### src/rtl/pwrdn_pkg.sv
// Shared types for the power-down controller.
// Assumes: two-bit mode code is visible at the top-level port.
package pwrdn_pkg;

    // Power-down flavour reported on pd_mode
    typedef enum logic [1:0] {
        PDM_NONE     = 2'b00,
        PDM_PRE      = 2'b01,
        PDM_ACT_FAST = 2'b10,
        PDM_ACT_SLOW = 2'b11
    } pd_mode_e;

    // Controller phase
    typedef enum logic [1:0] {
        PS_UP   = 2'b00,
        PS_DOWN = 2'b01,
        PS_WAKE = 2'b10
    } pd_state_e;

endpackage

### src/rtl/pwrdn_entry_guard.sv
// Entry guard: tracks the longest remaining blocking window opened by
// read, write, write-with-auto-precharge and mode-register commands.
// Assumes: cmd_take is high only when the device is awake and ready;
// a window of W cycles after a command in cycle t lets entry occur in
// cycle t+W, so the counter loads W-1 and entry needs it at zero.
module pwrdn_entry_guard #(
    parameter int LAT_W = 6
) (
    input  logic             clk,
    input  logic             rst_n,
    input  logic             cmd_take,
    input  logic             ev_rd,
    input  logic             ev_wr,
    input  logic             ev_wra,
    input  logic             ev_mrs,
    input  logic [LAT_W-1:0] cfg_rl,
    input  logic [LAT_W-1:0] cfg_wl,
    input  logic [LAT_W-1:0] cfg_bl,
    input  logic [LAT_W-1:0] cfg_twtr,
    input  logic [LAT_W-1:0] cfg_wr,
    input  logic [LAT_W-1:0] cfg_tmrd,
    output logic             entry_ok
);
    localparam int BLK_W = LAT_W + 2;
    localparam int NSRC  = 4;

    logic [BLK_W-1:0] win    [NSRC];
    logic [BLK_W-1:0] masked [NSRC];
    logic [NSRC-1:0]  hit;
    logic [BLK_W-1:0] half_bl;
    logic [BLK_W-1:0] load_max;
    logic [BLK_W-1:0] ld_val;
    logic [BLK_W-1:0] dec_val;
    logic [BLK_W-1:0] blk_q;

    // Window length per command class, in cycles from the command
    always_comb begin
        half_bl = {2'b00, cfg_bl} >> 1;
        win[0]  = {2'b00, cfg_rl} + half_bl;
        win[1]  = {2'b00, cfg_wl} + half_bl + {2'b00, cfg_twtr};
        win[2]  = {2'b00, cfg_wl} + half_bl + {2'b00, cfg_wr};
        win[3]  = {2'b00, cfg_tmrd};
    end

    assign hit = {ev_mrs, ev_wra, ev_wr, ev_rd} & {NSRC{cmd_take}};

    // Keep only the windows of commands present this cycle
    for (genvar g = 0; g < NSRC; g++) begin : g_mask
        assign masked[g] = hit[g] ? win[g] : '0;
    end

    // Largest window among this cycle's commands
    always_comb begin
        load_max = '0;
        for (int i = 0; i < NSRC; i++) begin
            if (masked[i] > load_max) load_max = masked[i];
        end
        ld_val  = (load_max == '0) ? '0 : load_max - 1'b1;
        dec_val = (blk_q == '0) ? '0 : blk_q - 1'b1;
    end

    // Blocking counter: drain by one, never below a fresh load
    always_ff @(posedge clk) begin
        if (!rst_n) blk_q <= '0;
        else        blk_q <= (ld_val > dec_val) ? ld_val : dec_val;
    end

    assign entry_ok = (blk_q == '0);

    // a new command never leaves less wait than its own window
    a_r13_keep_largest: assert property (@(posedge clk) disable iff (!rst_n)
        (|hit) |=> (blk_q >= $past(ld_val)));

    // with no new command the window drains one cycle at a time
    a_r3_drain: assert property (@(posedge clk) disable iff (!rst_n)
        (!(|hit) && blk_q != '0) |=> (blk_q == $past(blk_q) - 1'b1));

endmodule

### src/rtl/pwrdn_stay_limit.sv
// Stay limiter: counts cycles spent in power-down and flags the last
// cycle allowed before MULT refresh intervals would be reached.
// Assumes: pd_active is high exactly in the cycles where CKE is low.
module pwrdn_stay_limit #(
    parameter int REFI_W = 16,
    parameter int MULT   = 9
) (
    input  logic              clk,
    input  logic              rst_n,
    input  logic              pd_active,
    input  logic [REFI_W-1:0] cfg_trefi,
    output logic              limit_hit
);
    localparam int STAY_W = REFI_W + $clog2(MULT + 1);

    logic [STAY_W-1:0] lim;
    logic [STAY_W-1:0] cnt_q;

    // Absolute stay limit in cycles
    assign lim = STAY_W'(cfg_trefi) * STAY_W'(MULT);

    // Cycle index within the current stay, 1 on the first low cycle
    always_ff @(posedge clk) begin
        if (!rst_n)         cnt_q <= STAY_W'(1);
        else if (pd_active) cnt_q <= cnt_q + 1'b1;
        else                cnt_q <= STAY_W'(1);
    end

    // Last permitted low cycle is lim-1
    assign limit_hit = pd_active && (({1'b0, cnt_q} + 1'b1) >= {1'b0, lim});

    // the stay index never reaches the limit
    a_r12_stay_bound: assert property (@(posedge clk) disable iff (!rst_n)
        (pd_active && lim > STAY_W'(1)) |-> (cnt_q < lim));

endmodule

### src/rtl/pwrdn_exit_timer.sv
// Exit timer: after CKE rises, counts the exit latency down and
// reports when a command may be issued.
// Assumes: start pulses on the edge that raises CKE; a latency of 0
// behaves as 1.
module pwrdn_exit_timer #(
    parameter int LAT_W = 6
) (
    input  logic             clk,
    input  logic             rst_n,
    input  logic             start,
    input  logic [LAT_W-1:0] lat,
    output logic             done
);
    logic [LAT_W-1:0] cnt_q;

    // Load latency-1 on start, then count to zero
    always_ff @(posedge clk) begin
        if (!rst_n)              cnt_q <= '0;
        else if (start)          cnt_q <= (lat == '0) ? '0 : lat - 1'b1;
        else if (cnt_q != '0)    cnt_q <= cnt_q - 1'b1;
    end

    assign done = (cnt_q == '0);

    // the exit count moves by exactly one per cycle
    a_r10_exit_count: assert property (@(posedge clk) disable iff (!rst_n)
        (!start && cnt_q != '0) |=> (cnt_q == $past(cnt_q) - 1'b1));

endmodule

### src/rtl/pwrdn_ctrl.sv
// Power-down controller top: decides the cycle CKE falls, the flavour
// of power-down, the cycle CKE rises, and when commands are allowed.
// Assumes: command inputs are one-cycle events from the scheduler;
// configuration inputs change only while the device is awake and idle.
module pwrdn_ctrl
    import pwrdn_pkg::*;
#(
    parameter int LAT_W  = 6,
    parameter int REFI_W = 16,
    parameter int MULT   = 9
) (
    input  logic              clk,
    input  logic              rst_n,
    input  logic              cmd_act,
    input  logic              cmd_rd,
    input  logic              cmd_rda,
    input  logic              cmd_wr,
    input  logic              cmd_wra,
    input  logic              cmd_pre,
    input  logic              cmd_ref,
    input  logic              cmd_mrs,
    input  logic              banks_idle,
    input  logic              pd_req,
    input  logic              wake_req,
    input  logic [LAT_W-1:0]  cfg_rl,
    input  logic [LAT_W-1:0]  cfg_wl,
    input  logic [LAT_W-1:0]  cfg_bl,
    input  logic [LAT_W-1:0]  cfg_twtr,
    input  logic [LAT_W-1:0]  cfg_wr,
    input  logic [LAT_W-1:0]  cfg_tmrd,
    input  logic [LAT_W-1:0]  cfg_txp,
    input  logic [LAT_W-1:0]  cfg_txard,
    input  logic [LAT_W-1:0]  cfg_txards,
    input  logic [REFI_W-1:0] cfg_trefi,
    input  logic              cfg_slow_exit,
    output logic              cke,
    output logic [1:0]        pd_mode,
    output logic              cmd_ready
);
    pd_state_e        state_q;
    pd_state_e        state_d;
    pd_mode_e         mode_q;
    pd_mode_e         mode_sel;
    logic             any_cmd;
    logic             cmd_take;
    logic             entry_ok;
    logic             entry_go;
    logic             limit_hit;
    logic             exit_go;
    logic             exit_done;
    logic [LAT_W-1:0] exit_lat;

    // Any command on the bus this cycle makes it a non-idle cycle
    assign any_cmd  = cmd_act | cmd_rd | cmd_rda | cmd_wr | cmd_wra |
                      cmd_pre | cmd_ref | cmd_mrs;
    assign cmd_take = (state_q == PS_UP);

    pwrdn_entry_guard #(.LAT_W(LAT_W)) u_guard (
        .clk      (clk),
        .rst_n    (rst_n),
        .cmd_take (cmd_take),
        .ev_rd    (cmd_rd | cmd_rda),
        .ev_wr    (cmd_wr),
        .ev_wra   (cmd_wra),
        .ev_mrs   (cmd_mrs),
        .cfg_rl   (cfg_rl),
        .cfg_wl   (cfg_wl),
        .cfg_bl   (cfg_bl),
        .cfg_twtr (cfg_twtr),
        .cfg_wr   (cfg_wr),
        .cfg_tmrd (cfg_tmrd),
        .entry_ok (entry_ok)
    );

    pwrdn_stay_limit #(.REFI_W(REFI_W), .MULT(MULT)) u_stay (
        .clk       (clk),
        .rst_n     (rst_n),
        .pd_active (state_q == PS_DOWN),
        .cfg_trefi (cfg_trefi),
        .limit_hit (limit_hit)
    );

    // Flavour chosen from bank status and the exit-speed setting
    always_comb begin
        if (banks_idle)         mode_sel = PDM_PRE;
        else if (cfg_slow_exit) mode_sel = PDM_ACT_SLOW;
        else                    mode_sel = PDM_ACT_FAST;
    end

    // Exit latency for the flavour in force
    always_comb begin
        case (mode_q)
            PDM_ACT_FAST: exit_lat = cfg_txard;
            PDM_ACT_SLOW: exit_lat = cfg_txards;
            default:      exit_lat = cfg_txp;
        endcase
    end

    assign entry_go = (state_q == PS_UP) && pd_req && !any_cmd &&
                      !wake_req && entry_ok;
    assign exit_go  = (state_q == PS_DOWN) && (wake_req || limit_hit);

    pwrdn_exit_timer #(.LAT_W(LAT_W)) u_exit (
        .clk   (clk),
        .rst_n (rst_n),
        .start (exit_go),
        .lat   (exit_lat),
        .done  (exit_done)
    );

    // Phase transitions
    always_comb begin
        state_d = state_q;
        case (state_q)
            PS_UP:   if (entry_go)  state_d = PS_DOWN;
            PS_DOWN: if (exit_go)   state_d = PS_WAKE;
            PS_WAKE: if (exit_done) state_d = PS_UP;
            default: state_d = PS_UP;
        endcase
    end

    // Phase register
    always_ff @(posedge clk) begin
        if (!rst_n) state_q <= PS_UP;
        else        state_q <= state_d;
    end

    // Flavour captured on the entry edge
    always_ff @(posedge clk) begin
        if (!rst_n)        mode_q <= PDM_NONE;
        else if (entry_go) mode_q <= mode_sel;
    end

    assign cke       = (state_q != PS_DOWN);
    assign cmd_ready = (state_q == PS_UP);
    assign pd_mode   = (state_q == PS_DOWN) ? mode_q : PDM_NONE;

    // CKE only falls after a cycle the guard cleared
    a_r2_entry_cleared: assert property (@(posedge clk) disable iff (!rst_n)
        $fell(cke) |-> $past(entry_ok));

    // no command is allowed while CKE is low
    a_r2_ready_low: assert property (@(posedge clk) disable iff (!rst_n)
        !cke |-> !cmd_ready);

    // mode code reads as awake whenever CKE is high
    a_r8_mode_awake: assert property (@(posedge clk) disable iff (!rst_n)
        cke |-> (pd_mode == 2'b00));

    // a wake request while down raises CKE on the next cycle
    a_r9_wake_next: assert property (@(posedge clk) disable iff (!rst_n)
        (!cke && wake_req) |=> cke);

    // no re-entry while the exit latency runs
    a_r11_no_reentry: assert property (@(posedge clk) disable iff (!rst_n)
        (cke && !cmd_ready) |=> cke);

endmodule

### config.mk
export PLATFORM = sky130hd
export DESIGN_NAME = pwrdn_ctrl
export DESIGN_NICKNAME = d
export VERILOG_FILES = /design/src/rtl/pwrdn_pkg.sv /design/src/rtl/pwrdn_entry_guard.sv /design/src/rtl/pwrdn_stay_limit.sv /design/src/rtl/pwrdn_exit_timer.sv /design/src/rtl/pwrdn_ctrl.sv
export SDC_FILE = /design/constraint.sdc
export NUM_CORES = 1
export LEC_CHECK = 0
export BUFFER_PORTS_ARGS = -buffer_cell sky130_fd_sc_hd__buf_2
export CORE_MARGIN = 2
export CORE_UTILIZATION = 33
export DETAILED_ROUTE_END_ITERATION = 7
export GPL_TIMING_DRIVEN = 1
export SLEW_MARGIN = 20
export SYNTH_ARGS = -nofsm -noshare
export SYNTH_HDL_FRONTEND = slang
export SYNTH_SLANG_ARGS = --single-unit
### constraint.sdc
create_clock -name clk -period 12 [get_ports clk]
set_input_delay 1.2 -clock clk [delete_from_list [all_inputs] [get_ports clk]]
set_output_delay 1.2 -clock clk [all_outputs]
set_load 0.02 [all_outputs]
Yosys cells after proc, flatten, opt, wreduce, memory -nomap -nowiden --
Cells that the tools add are included.
Operators by class: multipliers 1, $add $sub $neg 10, equality and inequality tests 8, muxes and demuxes 22, reduce and logical (&&, ||, !) cells 18, bitwise logic cells 9, order comparisons 6
Operators with widths (count):
- $mux W8 | 10
- $gt A8 B8 Y1 | 4
- $mux W6 | 4
- $add A20 B1 Y21 const B | 1
- $ge A21 B20 Y1 | 1
- $add A20 B1 Y20 const B | 1
- $mul A16 B4 Y20 const B | 1
- $add A8 B6 Y8 | 2
- $logic_not A8 Y1 | 2
- $sub A8 B1 Y8 const B | 2
- $add A6 B5 Y7 | 2
- $logic_not A6 Y1 | 2
- $pmux W6 S2 | 1
- $sub A6 B1 Y6 const B | 2
- $mux W2 | 5
- $gt A8 B1 Y1 const B | 1
- $or A1 B1 Y1 | 8
- $eq A2 B2 Y1 const B | 3
- $logic_and A1 B1 Y1 | 6
- $ne A2 B2 Y1 const B | 3
- $pmux W2 S3 | 1
- $reduce_bool A6 Y1 | 1
- $and A4 B4 Y4 | 1
- $reduce_and A3 Y1 | 1
- other kinds (8) | 9
Storage, ports and cells: output and inout port bits 4, bits of input ports 84, word-level logic and storage cells 79, register bits after elaboration 38

Logic depth before layout (Yosys ltp) --
Gate-level depths: netlist of run 1.
depth after elaboration 15, mapped depth 51, depth with buffers taken out 49

By module --
From an unflattened synthesis of run 1, not the netlist that was laid out.
Unflattened totals: cells, all modules 756, area, all modules 6159.7 um^2
By module, submodules not included:
- pwrdn_entry_guard | times used 1, area an instance 3164.3 um^2, seq. area each 160.2 um^2, cells each 416
- pwrdn_stay_limit | times used 1, area an instance 2180.8 um^2, seq. area each 400.4 um^2, cells each 244
- pwrdn_exit_timer | times used 1, area an instance 470.5 um^2, seq. area each 120.1 um^2, cells each 50
- pwrdn_ctrl | times used 1, area an instance 344.1 um^2, seq. area each 80.1 um^2, cells each 46

Least setup slack after synthesis of run 1 --
Ideal clock, no wire load.
kind input to register, start in cfg_wl[0], end reg u_guard.blk_q[0], data required time 11.941 ns, buffers on the path 2, arrival time 9.678 ns, cell stages on the path 46, setup time 0.059 ns, path slack 2.263 ns, cells stage by stage ha_1 fa_1 a21oi_1 o21bai_1 xor2_1 ha_1 o21a_1 o31a_1 a211oi_1 ha_1 a2111oi_4 a211oi_4 a21o_1 buf_4 a22oi_1 ha_1 a21o_1 a21oi_1 [10 not listed] a211oi_4 buf_6 nand2_1 o21ai_0 ha_1 inv_1 o21ai_0 o221ai_1 and2_1 ha_1 a21o_1 a21o_1 a21oi_1 o21ai_0 o21a_1 nand2b_1 nor3_1 a31o_1
Between the ends: longest elaborated chain between the ends 13, elaborated cells on any way between the ends 16, classes of those cells add/sub (4); order compare (4); mux (7); reduce/logical (1)
RTL lines:
- start, declared | line pwrdn_ctrl.sv:26 | input logic [LAT_W-1:0] cfg_wl,
- $add A6 B5 Y7 * | line pwrdn_entry_guard.sv:40, pwrdn_entry_guard.sv:41
- $add A8 B6 Y8 | line pwrdn_entry_guard.sv:40 | win[1] = {2'b00, cfg_wl} + half_bl + {2'b00, cfg_twtr};
- $mux W8 | line pwrdn_entry_guard.sv:49 | assign masked[g] = hit[g] ? win[g] : '0;
- $gt A8 B8 Y1 | line pwrdn_entry_guard.sv:56 | if (masked[i] > load_max) load_max = masked[i];
- $mux W8 | line pwrdn_entry_guard.sv:56
- $gt A8 B8 Y1 | line pwrdn_entry_guard.sv:56
- $mux W8 * | line pwrdn_entry_guard.sv:56
- $gt A8 B8 Y1 | line pwrdn_entry_guard.sv:56
- $mux W8 * | line pwrdn_entry_guard.sv:56
- $sub A8 B1 Y8 / $logic_not A8 Y1 (equally long branches) | line pwrdn_entry_guard.sv:58 | ld_val = (load_max == '0) ? '0 : load_max - 1'b1;
- $mux W8 * | line pwrdn_entry_guard.sv:58
- $gt A8 B8 Y1 | line pwrdn_entry_guard.sv:65 | else blk_q <= (ld_val > dec_val) ? ld_val : dec_val;
- $mux W8 * | line pwrdn_entry_guard.sv:65
- end signal, assigned | line pwrdn_entry_guard.sv:65
- end, declared | line pwrdn_entry_guard.sv:34 | logic [BLK_W-1:0] blk_q;
Mark *: on every way between the ends. The rest lies on a longest branch, timed or not. A chain may end at the register's enable or synchronous reset.

Final worst setup path of run 1 --
Ends and elaborated chain as after synthesis.

==> impl_results.md, run 1 <==
* CP endpoint kind: register
* Post-CTS Hold Fix Bufs at 0
* Die height at roughly 140 um
* Proportion of layout cells with a drive suffix above 1 at 15.3%
* Buffers on Ports at 86
* WL final at between 10,000 and 15,000 um
* Drt via density at 5.06
* Ant. Diodes at 0
* Syn nets at around 900
* Max-cap violation count at 0
* Synthesized area per cell at 8.01 um2
* Clock tree buffer depth at 2
* Status: finished clean
* Global routing's busiest layer: met2
* Num CTS Buffers at 5
* Worst hold path class: reg2reg
* Top cell by count, worst path: ha_1
* Post-synthesis register bit count at 38
* LEAKAGE at ~0.0031 uW
* WL/cell at around 13 um
* Antenna Nets Post-Route at 0
* Actual slew at the worst max-slew pin at 0.754 ns
* Grt ovf at 0
* Combinational share of power at about four fifths
* Worst EP required at ~12 ns
* Sequential-to-total area share from yosys stat at 13.4%
* Setup CP Type: in2reg
* Clock period minus worst slack at between 10 and 15 ns
* Die extent in x at ~140 um
* Commonest cells after routing, fill and taps aside: ha_1 (104), buf_2 (86), nand2_1 (56), nor2_1 (53), inv_1 (48)
* Full die area at 18,300 um2
* Clock power frac at around a tenth
* Number of flops mapped to enable cells by yosys at 0
* Max stage delay on crit path at ~0.45 ns
* Period utilisation layout at 90.8%
* Sequential share of power at a little under an eighth
* Largest net degree at the start of global routing at 21
* CTS root buf: clkbuf_16
* Switching power share of the total at between 40% and 50%
* Max H-tree Level at 2
* GP Congestion at ~0.85
* Placed Cells incl. Taps at approximately 1,000
* Residual DRC count at 0
* Commonest non-fill, non-tap cell in the layout: ha_1
* DR vias at 5,162
* GR Layer Usage met2 at around 25%
* Final setup fails at 0
* Fin nets at approximately 990
* Critical Path Fanout Max at 10
* Fill cell count at ~1,800
* Hold_ws at approximately 0.47 ns
* Maximum VDD drop at 0.130 mV
* Cells after synthesis at 711
* Crit path max-delay cell type: mux2i_1
* First-pass GRT wire length at 22,200 um
* GRT Util Overall at between 10% and 20%
* GR Layer Usage met3 at 1.83%
* Postcts setup bufs at 0
* Met1 Usage GRT at between 20% and 30%
* Area Overhead vs Synth at 14.4%
* Core area at 17,100 um2
* Pwr Density at roughly 210 nW/um2
* Net switching power at 685 uW
* RSZ-0062 raised after global routing: no
* Clk pin slew, worst setup/hold paths at 0.05 ns
* IO Pins at slightly below 90
* Fin. Hold Viols at 0
* Highest clock rate at approximately 0.092 GHz
* Max-slew headroom at around half
* Post-CTS Resized at 0
* Number of global-route vias before repair at 4,949
* CTS tree: yes
* Critical Path AT at between 10 and 15 ns
* Row Count at 48
* Clk_lat worst skew at 0.27 ns
* TNS Setup at 0 ns
* Pint at between 600 and 700 uW
* Total power at between 1000 and 1500 uW
* Synthesized cell area at 5700 um2
* # clock sinks at 38
* Hpwl dp at ~11,000 um
* Skew final at 0.00219 ns
* Drt pass-1 iters at 5
* Initial Util at 33.3%
* Initial DRC Count at about 220
* Max-slew violations at 0
* Initial antenna violation count at 0
* Synth warnings at 0
* Ys async rst share at 0%
* Yosys cell types at 70
* Finished Layout Cells at around 1,000
* Main flop type after synthesis: dfxtp_1
* Critical path launch point type: input pin
==> logic make-up (layout without fill, tap and decap cells) <==
family	after synthesis	count (layout)	share of synthesized area [%]
xor gates and xnor gates	54	54	8.43
and+or+nand+nor	254	254	23.0
DFF	38	38	13.4
muxes	27	27	4.77
adders and majority gates	109	109	24.6
buffers and inverters	58	143	4.02
AOI/OAI and AO/OA	171	171	21.8
==> worst max-delay path: cells and delay by family <==
family / cells / cell delay (ns)
xor+xnor: 1 / 0.24
buf+inv: 4 / 0.57
simple gates: 7 / 1.26
fa+ha+maj: 8 / 2.36
compound gates: 25 / 5.04
mux: 1 / 0.45
==> power groups by stage <==
stage          Clock [uW]  Sequential (uW)  Combinational (uW)
6_report              129              161                1090
5_1_grt               137              164                1240
4_1_cts               132              161                1100
3_5_place_dp            0              164                1090
3_3_place_gp            0              164                1080
2_1_floorplan           0              161                 882
==> sequential cells by signal, summed over array words and instances, names as in the netlist <==
register,cells
u_stay.cnt_q,20
mode_q,2
u_exit.cnt_q,6
state_q,2
u_guard.blk_q,8
==> Yosys cell counts, drive strengths merged (8+ instances only) <==
master / instances / area (um2)
clkbuf: 8 / 30.0
nor2b: 27 / 176
a21o: 25 / 188
nand3: 32 / 160
and3: 9 / 56.3
o21ai: 32 / 164
o21a: 9 / 67.6
nand2b: 10 / 62.6
nand2: 57 / 216
a21oi: 41 / 209
ha: 104 / 1300
nand4: 8 / 50.1
dfxtp: 38 / 761
o31ai: 8 / 78.8
nor2: 54 / 210
mux2i: 26 / 260
inv: 48 / 180
xor2: 24 / 210
xnor2: 30 / 270
a211oi: 14 / 135
and2: 17 / 106
nor3: 18 / 106
==> worst paths after layout <==
check,cells after the start,slack [ns],end,from
worst max register to register,41,2.93,u_guard.blk_q[0],state_q[1]
worst min register to register,1,0.47,u_stay.cnt_q[0],u_stay.cnt_q[0]
worst min-delay path,1,0.47,u_stay.cnt_q[0],u_stay.cnt_q[0]
worst max-delay path,46,1.10,u_guard.blk_q[0],cfg_wl[0]
==> through the flow <==
stage	utilization [%]	instance area [um2]	worst slack (ns)
floorplan	-	5700	2.26
finish	38.1	6520	1.10
CTS	38.1	6520	1.11
detailed placement	37.2	6370	0.836
global route	38.1	6520	0.151
global placement	37.2	6370	0.900
==> final cells by class <==
| type | instances | area (um2) | share of cell area, % |
|---|---|---|---|
| Clock inverter | 1 | 5.00 | 0.0768 |
| Timing Repair Buffer | 87 | 438 | 6.72 |
| Clock buffer | 7 | 143 | 2.19 |
| Inverter | 48 | 180 | 2.76 |
| Sequential cell | 38 | 761 | 11.7 |
| Tap cell | 225 | 282 | 4.32 |
| Multi-Input combinational cell | 615 | 4710 | 72.3 |
==> routing by layer <==
metal  wire length, um  vias up
met1              6720     2341
met5                 0        -
met3               443        4
met4                31        0
li1                  -     2738
met2              5800       79
(Power assumes the default switching activity.)
==> inputs of run 2 (changes only) <==
Settings changed: CELL_PAD_IN_SITES_DETAIL_PLACEMENT from default to 1, CELL_PAD_IN_SITES_GLOBAL_PLACEMENT from default to 1, CORE_MARGIN 2 to 4, PLACE_DENSITY_LB_ADDON from default to 0.1.
==> impl_results.md, run 2 (synthesis results as in run 1) <==
* LEAKAGE at 0.00316 uW (+0.74%)
* # clock sinks at 38 (unchanged)
* Die height at 139 um (+3.0%)
* Row Count at 47 (-2.1%)
* Residual DRC count at 0 (unchanged)
* Clk_lat worst skew at 0.29 ns (+0.02 ns)
* Hpwl dp at 14,500 um (+29%)
* CTS tree: yes
* Initial antenna violation count at 1 (+1)
* Net switching power at 740 uW (+8.0%)
* Proportion of layout cells with a drive suffix above 1 at 15.5% (+0.13 points)
* DR vias at 5,383 (+4.3%)
* Clock period minus worst slack at 11.12 ns (+0.225 ns)
* Commonest non-fill, non-tap cell in the layout: ha_1
* Post-CTS Hold Fix Bufs at 0 (unchanged)
* Max H-tree Level at 2 (unchanged)
* Max-cap violation count at 0 (unchanged)
* Highest clock rate at 0.0899 GHz (-2.0%)
* Skew final at 0.00705 ns (+0.00486 ns)
* CTS root buf: clkbuf_16
* Switching power share of the total at 49.7% (+0.13 points)
* Core area at 16,800 um2 (-2.1%)
* Num CTS Buffers at 5 (unchanged)
* Max-slew headroom at 47.5% (-1.5 points)
* Largest Register: u_stay.cnt_q
* Antenna Nets Post-Route at 0 (unchanged)
* Fin. Hold Viols at 0 (unchanged)
* Actual slew at the worst max-slew pin at 0.785 ns (+0.0316 ns)
* Max-slew violations at 0 (unchanged)
* Total power at 1490 uW (+7.7%)
* IO Pins at 88 (unchanged)
* WL final at 16,500 um (+27%)
* Buffers on Ports at 86 (unchanged)
* Area Overhead vs Synth at 15.2%
* Hold_ws at 0.458 ns (-0.0139 ns)
* Worst hold path class: reg2reg
* First-pass GRT wire length at 27,400 um (+24%)
* Status: finished clean
* Full die area at 19,400 um2 (+6.0%)
* Clk pin slew, worst setup/hold paths at 0.06 ns (about the same)
* Max stage delay on crit path at 0.45 ns (about the same)
* GP Congestion at 0.822 (-2.9%)
* Commonest cells after routing, fill and taps aside: ha_1 (104), buf_2 (86), nand2_1 (56), nor2_1 (53), inv_1 (48)
* Crit path max-delay cell type: mux2i_1
* Pint at 748 uW (+7.4%)
* Final setup fails at 0 (unchanged)
* CP endpoint kind: register
* RSZ-0062 raised after global routing: no
* Clock power frac at 12.0% (+2.7 points)
* Top cell by count, worst path: ha_1
* Max FFs per register at 20 (unchanged)
* Post-CTS Resized at 0 (unchanged)
* Largest net degree at the start of global routing at 21 (unchanged)
* Clock tree buffer depth at 2 (unchanged)
* Critical Path AT at 11.30 ns (+0.19 ns)
* Post-route setup slack at 0.877 ns (-0.225 ns)
* Largest regs: u_stay.cnt_q: 20 flops, u_guard.blk_q: 8 flops, u_exit.cnt_q: 6 flops
* Worst slack at placement at 0.639 ns (-0.197 ns)
* Grt ovf at 0 (unchanged)
* Period utilisation layout at 92.7% (+1.9 points)
* Ant. Diodes at 0 (unchanged)
* Drt pass-1 iters at 4 (-1)
* GRT Util Overall at 16.7% (+2.2 points)
* Pwr Density at 227 nW/um2 (+6.9%)
* Critical Path Fanout Max at 14 (+4)
* Crit path buffers/inverters at 3 (-1)
* Combinational share of power at 77.1% (-1.9 points)
* Initial DRC Count at 123 (-44%)
* Sequential share of power at 10.9% (-0.8 points)
* Maximum VDD drop at 0.176 mV (+35%)
* Drt via density at 5.30 (+4.8%)
* Die extent in x at 139 um (+3.0%)
* Critical path launch point type: input pin
* Setup CP Type: in2reg
* WL/cell at 16.2 um (+28%)
* Worst EP required at 12.18 ns (-0.03 ns)
* Number of global-route vias before repair at 5,743 (+16%)
* TNS Setup at 0 ns (unchanged)
* Postcts setup bufs at 0 (unchanged)
* Fin nets at 988 (unchanged)
* Initial Util at 34.0% (+0.71 points)
* CP top delay family: compound AO/OA/AOI/OAI gates
[run 2: per-layer routing]
layer / global-route usage (%) / share of wire (%)
met3: 2.95 / 3.2
met5: 0 / 0.11
met1: 21.5 / 48
met4: 2.27 / 0.64
met2: 29.8 / 48
[run 2: worst paths after layout]
path         slack (ns)  depth (start not counted)                to             from
min                0.46                          1   u_stay.cnt_q[0]  u_stay.cnt_q[0]
max reg2reg        2.88                         38  u_guard.blk_q[7]       state_q[1]
min reg2reg        0.46                          1   u_stay.cnt_q[0]  u_stay.cnt_q[0]
max                0.88                         47  u_guard.blk_q[7]        cfg_bl[1]
[run 2: cell type report]
class,instances,area [um2]
fillers,2062,10200
multi-input cells,615,4710
flip-flops and latches,38,761
repair buffers,87,438
well taps,220,275
inverters,48,180
clock buffers,6,139
clock inverters,2,60.1
[run 2: metrics by stage]
step / area [um2] / cells / utilization, %
finish: 6560 / 1016 / 39.1
global route: 6560 / 1016 / 39.1
CTS: 6560 / 1016 / 39.1
detailed placement: 6360 / 1008 / 38.0
global placement: 6360 / 1008 / 38.0
floorplan: 5700 / 711 / -
[run 2: power by group through the flow]
| stage | clock network, uW | registers (uW) | logic, uW |
|---|---|---|---|
| 2_1_floorplan | 0 | 161 | 882 |
| 3_3_place_gp | 0 | 164 | 1100 |
| 3_5_place_dp | 0 | 165 | 1140 |
| 4_1_cts | 184 | 162 | 1150 |
| 5_1_grt | 188 | 165 | 1290 |
| 6_report | 179 | 162 | 1150 |
[run 2: worst reg2reg max path, delay by kind of cell, from the launching register on]
kind / cells / cell delay, ns
AND/OR/NAND/NOR: 12 / 2.34
AO/OA/AOI/OAI: 18 / 3.84
multiplexers: 1 / 0.45
adder cells (fa/ha/maj): 5 / 1.64
flip-flops: 1 / 0.37
buffers and inverters: 2 / 0.40
==> inputs of run 3 (changes only) <==
Settings changed: CTS_BUF_LIST from default to sky130_fd_sc_hd__clkbuf_16.
==> impl_results.md, run 3 (synthesis results as in run 1) <==
* TNS Setup at 0 ns (unchanged)
* Maximum VDD drop at 0.175 mV (-0.41%)
* Commonest non-fill, non-tap cell in the layout: ha_1
* Area Overhead vs Synth at 15.0%
* Critical Path AT at 11.31 ns (about the same)
* LEAKAGE at 0.00316 uW (-0.18%)
* Clock tree buffer depth at 2 (unchanged)
* Max H-tree Level at 2 (unchanged)
* Postcts setup bufs at 0 (unchanged)
* Status: finished clean
* Top cell by count, worst path: ha_1
* Buffers on Ports at 86 (unchanged)
* Initial Util at 34.0% (unchanged)
* Max stage delay on crit path at 0.45 ns (about the same)
* DR vias at 5,376 (-0.13%)
* Switching power share of the total at 49.9% (+0.18 points)
* Hpwl dp at 14,500 um (unchanged)
* Total power at 1480 uW (-0.50%)
* Die extent in x at 139 um (unchanged)
* RSZ-0062 raised after global routing: no
* Global routing's busiest layer: met2
* Combinational share of power at 77.4% (+0.3 points)
* Sequential share of power at 11.0% (about the same)
* Pint at 742 uW (-0.85%)
* Highest clock rate at 0.0898 GHz (-0.12%)
* Skew final at 0.00548 ns (-0.00157 ns)
* Max FFs per register at 20 (unchanged)
* CTS tree: yes
* Post-CTS Hold Fix Bufs at 0 (unchanged)
* IO Pins at 88 (unchanged)
* Number of global-route vias before repair at 5,753 (+0.17%)
* Proportion of layout cells with a drive suffix above 1 at 15.3% (-0.13 points)
* Critical Path Fanout Max at 14 (unchanged)
* Cell area after layout at 6550 um2 (-0.15%)
* Met1 Usage GRT at 21.5% (unchanged)
* Core area at 16,800 um2 (unchanged)
* Period utilisation layout at 92.8% (+0.11 points)
* Largest Register: u_stay.cnt_q
* GP Congestion at 0.822 (unchanged)
* CP endpoint kind: register
* Fin. Hold Viols at 0 (unchanged)
* GR Layer Usage met2 at 29.8% (+0.051 points)
* Net switching power at 738 uW (-0.14%)
* Clk_lat worst skew at 0.28 ns (about the same)
* Hold Crit Depth at 1 (unchanged)
* Ant. Diodes at 0 (unchanged)
* GR Layer Usage met3 at 2.95% (unchanged)
* Placed Cells incl. Taps at 1,008 (unchanged)
* Finished Layout Cells at 1,016 (unchanged)
* GRT Util Overall at 16.7% (about the same)
* Initial antenna violation count at 1 (unchanged)
* Drt via density at 5.29 (-0.13%)
* CTS root buf: clkbuf_16
* Largest net degree at the start of global routing at 21 (unchanged)
* R2R Setup Slk at 2.86 ns (-0.02 ns)
* Crit path max-delay cell type: mux2i_1
* Residual DRC count at 0 (unchanged)
* Drt pass-1 iters at 4 (unchanged)
* Row Count at 47 (unchanged)
* First-pass GRT wire length at 27,500 um (about the same)
* Clk pin slew, worst setup/hold paths at 0.06 ns (about the same)
* Worst EP required at 12.18 ns (about the same)
* Max-slew headroom at 47.4% (-0.10 points)
* Clock period minus worst slack at 11.14 ns (+0.0130 ns)
* Commonest cells after routing, fill and taps aside: ha_1 (104), buf_2 (86), nand2_1 (56), nor2_1 (53), inv_1 (48)
* Clock power frac at 11.6% (-0.4 points)
* WL/cell at 16.2 um (about the same)
* # clock sinks at 38 (unchanged)
* Final setup fails at 0 (unchanged)
* Setup CP Type: in2reg
* Max-slew violations at 0 (unchanged)
* Post-CTS Resized at 0 (unchanged)
* Full die area at 19,400 um2 (unchanged)
* Die height at 139 um (unchanged)
* Largest regs: u_stay.cnt_q: 20 flops, u_guard.blk_q: 8 flops, u_exit.cnt_q: 6 flops
* WL final at 16,500 um (about the same)
* Worst hold path class: reg2reg
* Antenna Nets Post-Route at 0 (unchanged)
* Pwr Density at 226 nW/um2 (-0.34%)
* Num CTS Buffers at 5 (unchanged)
* Reg2Reg Depth at 38 (unchanged)
* Final core utilization at 39.1% (-0.060 points)
* Critical path launch point type: input pin
* Max-cap violation count at 0 (unchanged)
* DP Area at 6360 um2 (unchanged)
* Grt ovf at 0 (unchanged)
* Fin nets at 988 (unchanged)
* Initial DRC Count at 130 (+5.7%)
* Actual slew at the worst max-slew pin at 0.787 ns (+0.00153 ns)
==> run 3: per-stage QoR <==
step | setup slack, ns | hold WS, ns
floorplan | 2.26 | 0.413
global placement | 0.907 | 0.444
detailed placement | 0.639 | 0.446
CTS | 0.894 | 0.461
global route | 0.0561 | 0.471
finish | 0.864 | 0.458
==> run 3: cell type report <==
class                      instances  area [um2]
tap                              220         275
inverter                          48         180
sequential                        38         761
clock buffer                       5         125
timing repair buffer              87         438
clock inverter                     3        63.8
multi-input combinational        615        4710
fill                            2063       10200
==> run 3: worst paths after layout <==
check                                      from                to
worst max-delay path                  cfg_bl[1]  u_guard.blk_q[7]
worst min-delay path            u_stay.cnt_q[0]   u_stay.cnt_q[0]
worst max register to register       state_q[1]  u_guard.blk_q[7]
worst min register to register  u_stay.cnt_q[0]   u_stay.cnt_q[0]
==> run 3: layer usage <==
metal  vias to the layer above  share of wire, %  routed length [um]
li1                       2736                 -                   -
met1                      2563                48                7860
met2                        65                48                7990
met3                        10               3.3                 537
met4                         2              0.63                 104
met5                         -              0.11                  18
==> run 3: worst max-delay path: cells and delay by family <==
kind | cells | cell delay (ns)
fa+ha+maj | 8 | 2.52
mux | 2 | 0.88
compound gates | 21 | 4.25
simple gates | 12 | 1.64
buf+inv | 3 | 0.51
xor+xnor | 1 | 0.28
==> run 3: power groups by stage <==
| stage | combinational (uW) | clock (uW) | sequential, uW |
|---|---|---|---|
| final | 1150 | 172 | 162 |
| after global routing | 1300 | 182 | 165 |
| after CTS | 1150 | 177 | 162 |
| after detailed placement | 1140 | 0 | 165 |
| after global placement | 1100 | 0 | 164 |
| after floorplan | 882 | 0 | 161 |
